### src/rtl/spd_pkg.sv
package spd_pkg;
  typedef enum logic [2:0] {
    ST_IDLE,
    ST_ADDR,
    ST_ACK,
    ST_RX,
    ST_TX,
    ST_MACK
  } spd_state_e;

  typedef enum logic [1:0] {
    GRP_NONE,
    GRP_MEM,
    GRP_PROT,
    GRP_TEMP
  } spd_grp_e;
endpackage

### src/rtl/spd_bus_sense.sv
module spd_bus_sense #(
  parameter int STAGES = 2
) (
  input  logic clk,
  input  logic rst_n,
  input  logic scl_i,
  input  logic sda_i,
  output logic sda_s,
  output logic scl_rise,
  output logic scl_fall,
  output logic start_det,
  output logic stop_det
);
  logic [STAGES-1:0] scl_p, sda_p;
  logic scl_s, scl_d, sda_d;

  for (genvar g = 0; g < STAGES; g++) begin : g_sync
    if (g == 0) begin : g_first
      always_ff @(posedge clk or negedge rst_n) begin
        if (!rst_n) begin
          scl_p[g] <= 1'b1;
          sda_p[g] <= 1'b1;
        end else begin
          scl_p[g] <= scl_i;
          sda_p[g] <= sda_i;
        end
      end
    end else begin : g_next
      always_ff @(posedge clk or negedge rst_n) begin
        if (!rst_n) begin
          scl_p[g] <= 1'b1;
          sda_p[g] <= 1'b1;
        end else begin
          scl_p[g] <= scl_p[g-1];
          sda_p[g] <= sda_p[g-1];
        end
      end
    end
  end

  assign scl_s = scl_p[STAGES-1];
  assign sda_s = sda_p[STAGES-1];

  always_ff @(posedge clk or negedge rst_n) begin
    if (!rst_n) begin
      scl_d <= 1'b1;
      sda_d <= 1'b1;
    end else begin
      scl_d <= scl_s;
      sda_d <= sda_s;
    end
  end

  assign scl_rise  = scl_s & ~scl_d;
  assign scl_fall  = ~scl_s & scl_d;
  assign start_det = scl_s & scl_d & sda_d & ~sda_s;
  assign stop_det  = scl_s & scl_d & ~sda_d & sda_s;
endmodule

### src/rtl/spd_addr_decode.sv
module spd_addr_decode
  import spd_pkg::*;
#(
  parameter int         STRAP_W   = 3,
  parameter logic [6:0] MEM_BASE  = 7'h50,
  parameter logic [6:0] PROT_BASE = 7'h30,
  parameter logic [6:0] TEMP_BASE = 7'h18,
  parameter bit         TEMP_EN   = 1'b1
) (
  input  logic [6:0]         addr,
  input  logic [STRAP_W-1:0] strap,
  input  logic               prot,
  output spd_grp_e           grp
);
  logic slot_ok, hit_mem, hit_prot, hit_temp;

  assign slot_ok  = (addr[STRAP_W-1:0] == strap);
  assign hit_mem  = slot_ok && (addr[6:STRAP_W] == MEM_BASE[6:STRAP_W]);
  assign hit_prot = slot_ok && !prot && (addr[6:STRAP_W] == PROT_BASE[6:STRAP_W]);

  if (TEMP_EN) begin : g_temp
    assign hit_temp = slot_ok && (addr[6:STRAP_W] == TEMP_BASE[6:STRAP_W]);
  end else begin : g_no_temp
    assign hit_temp = 1'b0;
  end

  always_comb begin
    if (hit_mem)       grp = GRP_MEM;
    else if (hit_prot) grp = GRP_PROT;
    else if (hit_temp) grp = GRP_TEMP;
    else               grp = GRP_NONE;
  end
endmodule

### src/rtl/spd_byte_store.sv
module spd_byte_store #(
  parameter int AW = 8,
  parameter int DW = 8
) (
  input  logic          clk,
  input  logic          we,
  input  logic [AW-1:0] waddr,
  input  logic [DW-1:0] wdata,
  input  logic [AW-1:0] raddr,
  output logic [DW-1:0] rdata
);
  localparam int DEPTH = 1 << AW;
  logic [DW-1:0] mem [DEPTH];

  always_ff @(posedge clk) begin
    if (we) mem[waddr] <= wdata;
  end

  assign rdata = mem[raddr];
endmodule

### src/rtl/spd_target.sv
module spd_target
  import spd_pkg::*;
#(
  parameter int STRAP_W     = 3,
  parameter int PTR_W       = 8,
  parameter int SYNC_STAGES = 2,
  parameter bit TEMP_EN     = 1'b1
) (
  input  logic               clk,
  input  logic               rst_n,
  input  logic               scl_i,
  input  logic               sda_i,
  output logic               sda_oe,
  input  logic [STRAP_W-1:0] strap_i,
  input  logic [15:0]        temp_value_i
);
  localparam int BYTE_W = 8;
  localparam int CNT_W  = $clog2(BYTE_W + 1);
  localparam logic [CNT_W-1:0] CNT_FULL = CNT_W'(BYTE_W);
  localparam logic [CNT_W-1:0] CNT_LAST = CNT_W'(BYTE_W - 1);

  logic sda_s, scl_rise, scl_fall, start_det, stop_det;

  spd_state_e          st_q;
  spd_grp_e            grp_q, grp_w;
  logic [CNT_W-1:0]    cnt_q;
  logic [BYTE_W-1:0]   sh_q, tx_q, load_byte, rd_data;
  logic [PTR_W-1:0]    ptr_q;
  logic [15:0]         temp_q;
  logic                rw_q, ptr_pend_q, wp_q, tsel_q, mack_q;
  logic                byte_done, load_now, mem_we, in_idle;

  spd_bus_sense #(.STAGES(SYNC_STAGES)) sense_i (
    .clk(clk), .rst_n(rst_n), .scl_i(scl_i), .sda_i(sda_i),
    .sda_s(sda_s), .scl_rise(scl_rise), .scl_fall(scl_fall),
    .start_det(start_det), .stop_det(stop_det)
  );

  spd_addr_decode #(.STRAP_W(STRAP_W), .TEMP_EN(TEMP_EN)) dec_i (
    .addr(sh_q[7:1]), .strap(strap_i), .prot(wp_q), .grp(grp_w)
  );

  spd_byte_store #(.AW(PTR_W), .DW(BYTE_W)) store_i (
    .clk(clk), .we(mem_we), .waddr(ptr_q), .wdata(sh_q),
    .raddr(ptr_q), .rdata(rd_data)
  );

  always_comb begin
    case (grp_q)
      GRP_MEM:  load_byte = rd_data;
      GRP_TEMP: load_byte = tsel_q ? temp_q[7:0] : temp_q[15:8];
      default:  load_byte = '1;
    endcase
  end

  assign byte_done = scl_fall && (cnt_q == CNT_FULL);
  assign load_now  = scl_fall && !start_det && !stop_det &&
                     (((st_q == ST_ACK) && rw_q) || ((st_q == ST_MACK) && mack_q));
  assign mem_we    = !start_det && !stop_det && (st_q == ST_RX) && byte_done &&
                     (grp_q == GRP_MEM) && !ptr_pend_q && !wp_q;
  assign in_idle   = (st_q == ST_IDLE);

  always_ff @(posedge clk or negedge rst_n) begin
    if (!rst_n) begin
      st_q       <= ST_IDLE;
      grp_q      <= GRP_NONE;
      cnt_q      <= '0;
      sh_q       <= '0;
      tx_q       <= '0;
      ptr_q      <= '0;
      temp_q     <= '0;
      rw_q       <= 1'b0;
      ptr_pend_q <= 1'b0;
      wp_q       <= 1'b0;
      tsel_q     <= 1'b0;
      mack_q     <= 1'b0;
      sda_oe     <= 1'b0;
    end else if (start_det) begin
      st_q   <= ST_ADDR;
      cnt_q  <= '0;
      sda_oe <= 1'b0;
    end else if (stop_det) begin
      st_q   <= ST_IDLE;
      sda_oe <= 1'b0;
    end else begin
      case (st_q)
        ST_ADDR: begin
          if (scl_rise && cnt_q != CNT_FULL) begin
            sh_q  <= {sh_q[BYTE_W-2:0], sda_s};
            cnt_q <= cnt_q + 1'b1;
          end else if (byte_done) begin
            if (grp_w == GRP_NONE) begin
              st_q <= ST_IDLE;
            end else begin
              st_q       <= ST_ACK;
              sda_oe     <= 1'b1;
              grp_q      <= grp_w;
              rw_q       <= sh_q[0];
              ptr_pend_q <= (grp_w == GRP_MEM) && !sh_q[0];
              temp_q     <= temp_value_i;
              tsel_q     <= 1'b0;
              if (grp_w == GRP_PROT && !sh_q[0]) wp_q <= 1'b1;
            end
          end
        end
        ST_ACK: begin
          if (scl_fall) begin
            cnt_q <= '0;
            if (rw_q) begin
              st_q   <= ST_TX;
              tx_q   <= load_byte;
              sda_oe <= ~load_byte[BYTE_W-1];
            end else begin
              st_q   <= ST_RX;
              sda_oe <= 1'b0;
            end
          end
        end
        ST_RX: begin
          if (scl_rise && cnt_q != CNT_FULL) begin
            sh_q  <= {sh_q[BYTE_W-2:0], sda_s};
            cnt_q <= cnt_q + 1'b1;
          end else if (byte_done) begin
            st_q   <= ST_ACK;
            sda_oe <= 1'b1;
            if (grp_q == GRP_MEM) begin
              if (ptr_pend_q) begin
                ptr_q      <= sh_q[PTR_W-1:0];
                ptr_pend_q <= 1'b0;
              end else begin
                ptr_q <= ptr_q + 1'b1;
              end
            end
          end
        end
        ST_TX: begin
          if (scl_fall) begin
            if (cnt_q == CNT_LAST) begin
              st_q   <= ST_MACK;
              sda_oe <= 1'b0;
              mack_q <= 1'b0;
            end else begin
              cnt_q  <= cnt_q + 1'b1;
              tx_q   <= {tx_q[BYTE_W-2:0], 1'b0};
              sda_oe <= ~tx_q[BYTE_W-2];
            end
          end
        end
        ST_MACK: begin
          if (scl_rise) begin
            mack_q <= !sda_s;
          end else if (scl_fall) begin
            if (mack_q) begin
              st_q   <= ST_TX;
              cnt_q  <= '0;
              tx_q   <= load_byte;
              sda_oe <= ~load_byte[BYTE_W-1];
            end else begin
              st_q <= ST_IDLE;
            end
          end
        end
        default: ;
      endcase
      if (load_now) begin
        if (grp_q == GRP_MEM)  ptr_q  <= ptr_q + 1'b1;
        if (grp_q == GRP_TEMP) tsel_q <= ~tsel_q;
      end
    end
  end
endmodule

### config.mk
export PLATFORM = sky130hd
export DESIGN_NAME = spd_target
export DESIGN_NICKNAME = d
export VERILOG_FILES = /design/src/rtl/spd_pkg.sv /design/src/rtl/spd_bus_sense.sv /design/src/rtl/spd_addr_decode.sv /design/src/rtl/spd_byte_store.sv /design/src/rtl/spd_target.sv
export SDC_FILE = /design/constraint.sdc
export NUM_CORES = 2
export LEC_CHECK = 0
export CORE_ASPECT_RATIO = 0.5
export CORE_UTILIZATION = 51
export CTS_CLUSTER_SIZE = 14
export DETAILED_ROUTE_END_ITERATION = 12
export PLACE_DENSITY = 0.66
export SLEW_MARGIN = 20
export SYNTH_ARGS = -nofsm -noshare
export SYNTH_HDL_FRONTEND = slang
export SYNTH_HIERARCHICAL = 1
export SYNTH_SLANG_ARGS = --single-unit
export TNS_END_PERCENT = 1
### constraint.sdc
create_clock -name clk -period 16.83 [get_ports clk]
set_input_delay 3.366 -clock clk [delete_from_list [all_inputs] [get_ports clk]]
set_output_delay 3.366 -clock clk [all_outputs]
set_load 0.03 [all_outputs]
==> impl_metrics.yaml <==
clock_network:
  post-cts-setup-buffer-count: 0
  htree_levels: 4
  cts_tree: "built"
  worstSkewPairLatency_ns: 0.80
  cts_resized: 0
  cts.sinks: 2108
  clk_pin_slew_ns: 0.07
  cts_buffer_depth: 3
  cts_buffers: 185
  cts_hold_buffers: 0
  clockRootBuffer: "clkbuf_16"
place:
  port-buffer-count: 23
  placed_cells: 6079
  post-dp-hpwl_mm: 120
  place_congestion: 0.860
detailed_routing:
  via_per_inst: 6.52
  wl_per_cell_um: 31.5
  drtPass1Iterations: 6
  antenna_left: 0
  drt-initial-drc-count: 5579
  drcViolationCount: 0
  routed_wl_mm: 202
  vias: 41800
setup_path:
  crit_type: "reg2reg"
  crit_required_ns: 17.55
  end_kind: "flip-flop"
  r2r_cells: 13
  rr_endpoint: "sda_oe"
  crit_start: "ptr_q[0]"
  setup.worst_path.start_class: "flip-flop"
  cp.arrival_ns: 7.12
  crit_path_end: "sda_oe"
  r2r-start: "ptr_q[0]"
  r2r_slack_ns: 10.43
  crit_path_max_fanout: 98
logic_synthesis:
  syn_nets: 4076
  synth_flop_cell: "edfxtp_1"
  ys_warn_count: 6
  synth_edf_count: 2048
  ys_top_cells_by_count: "edfxtp_1, mux4_2, nor2_1"
  synth_top_area_frac: 0.744
  syn_area_per_cell_um2: 20.4
  ys_ff_latch: 2108
  synthCells: 4050
  syn-cell-area_um2: 82700
  synth.distinct_cells: 76
  synth.yosys.seq_area_share: 0.762
  synth.most_common_cell: "edfxtp_1"
  async_reset_ff_frac: 0.0285
  synth_area_leaders: "edfxtp_1, mux4_2, mux2i_1, dfrtp_1, nor2_1"
  yosysTopAreaCell: "edfxtp_1"
sta:
  hold_violations: 0
  hold_ws_ns: 0.362
  fin_tns_setup_ns: 0
  finalCriticalPeriod_ns: 6.40
  worstMarginPinSlew_ns: 1.18
  rsz0062_at_grt: "false"
  max_slew_margin: 0.214
  timing.fmax_mhz: 156
  period_share: 0.380
  slew_violations: 0
  clock_skew_ns: 0.0269
  setup_violations: 0
die:
  fp.dieW_um: 571
  io_pins: 24
  coreArea_um2: 161000
  rows: 104
  die_h_um: 287
  initial_utilization: 0.514
  dieArea_um2: 164000
cells_and_area:
  stdcell_count: 6410
  regArea_um2: 63100
  final_nets: 4121
  drive_gt1_frac: 0.204
  area_growth_pct: 9.67
  multi_input_area_um2: 18200
  nFillCells: 11800
global_route:
  grt_pass1_vias: 40600
  grt_max_degree: 183
  grt_overflow: 0
  antenna_found_initial: 6
  grt_pass1_wl_mm: 291
  grtUsageTotal: 0.248
run:
  cap_viol_max_count: 0
outcome:
  status: "completed"
power:
  power_density_nw_per_um2: 126
  ir_drop_v: 0.000159
  p_leak_nw: 26.8
hold_path:
  hold_class: "reg2reg"
## flip-flops by register name, indices dropped and copies added, names as in the netlist
name           cells
cnt_q              4
grp_q              2
mack_q             1
ptr_pend_q         1
ptr_q              8
rw_q               1
sda_oe             1
sense_i/scl_d      1
sense_i/scl_p      1
sense_i/scl_s      1
sense_i/sda_d      1
sense_i/sda_p      1
sense_i/sda_s      1
sh_q               8
st_q               3
store_i/mem     2048
temp_q            16
tsel_q             1
tx_q               7
wp_q               1
## power by group
part | switching (mW) | internal, mW
logic | 0.765 | 0.142
clock network | 1.82 | 2.20
registers | 0.148 | 6.35
## final cells by class
class                      instances  area share
multi-input combinational       1680       0.201
sequential                      2108       0.695
timing repair buffer             107      0.0112
tap                             2173      0.0300
clock buffer                     252      0.0560
clock inverter                    75     0.00575
inverter                          13    0.000538
antenna                            2   0.0000552
## cell families after synthesis
| group | share of synthesized area |
|---|---|
| fa+ha+maj | 0.000454 |
| simple gates | 0.0328 |
| compound gates | 0.0393 |
| flops | 0.762 |
| xor+xnor | 0.000424 |
| buf+inv | 0.0193 |
| mux | 0.146 |
## routing by layer
| layer | wire, µm | global-route usage | part of all wire |
|---|---|---|---|
| met4 | 5390 | 0.0745 | 0.027 |
| met2 | 90800 | 0.363 | 0.45 |
| met1 | 84600 | 0.375 | 0.42 |
| met5 | 28 | 0 | 0.00014 |
| met3 | 21400 | 0.0550 | 0.11 |
## cells in the final DEF (no fill, tap or decap), types with 50 or more instances in the layout
master,synthesis,layout
a22oi_1,135,135
clkbuf_16,0,192
o221ai_1,50,50
nor2_1,301,296
clkbuf_1,115,55
a21oi_1,115,115
mux4_2,454,454
edfxtp_1,2048,2048
nand2_1,61,60
mux2i_1,143,143
buf_4,27,72
## worst max-delay path, cell delays in order (launching register included)
cell and delay, ns:
dfrtp_4 0.88, buf_12 0.65, buf_4 0.76, buf_4 0.73
mux4_2 0.59, nor2b_1 0.15, a211oi_1 0.45, nor2_1 0.12
nor4_2 0.84, nor4_2 0.24, o22ai_1 0.29, a21o_1 0.15
a21oi_1 0.06, a21boi_0 0.17
## worst min-delay path by stage
stage	from	to	slack, ns	cells after the start
floorplan	sense_i/scl_p[0]	sense_i/scl_s	0.35	0
global placement	sense_i/sda_p[0]	sense_i/sda_s	0.35	0
detailed placement	sense_i/sda_p[0]	sense_i/sda_s	0.35	0
CTS	sense_i/sda_p[0]	sense_i/sda_s	0.36	0
global route	sense_i/sda_p[0]	sense_i/sda_s	0.37	0
finish	sense_i/sda_p[0]	sense_i/sda_s	0.36	0
## through the flow
stage	power, mW	util	cell area [µm²]	worst slack, ns
floorplan	7.09	-	82700	11.55
global placement	7.45	0.528	84900	9.90
detailed placement	7.51	0.528	85000	10.53
CTS	11.5	0.563	90600	10.51
global route	11.7	0.564	90700	10.19
finish	11.4	0.564	90700	10.43
Note: power is estimated with default switching activity, not from simulation.
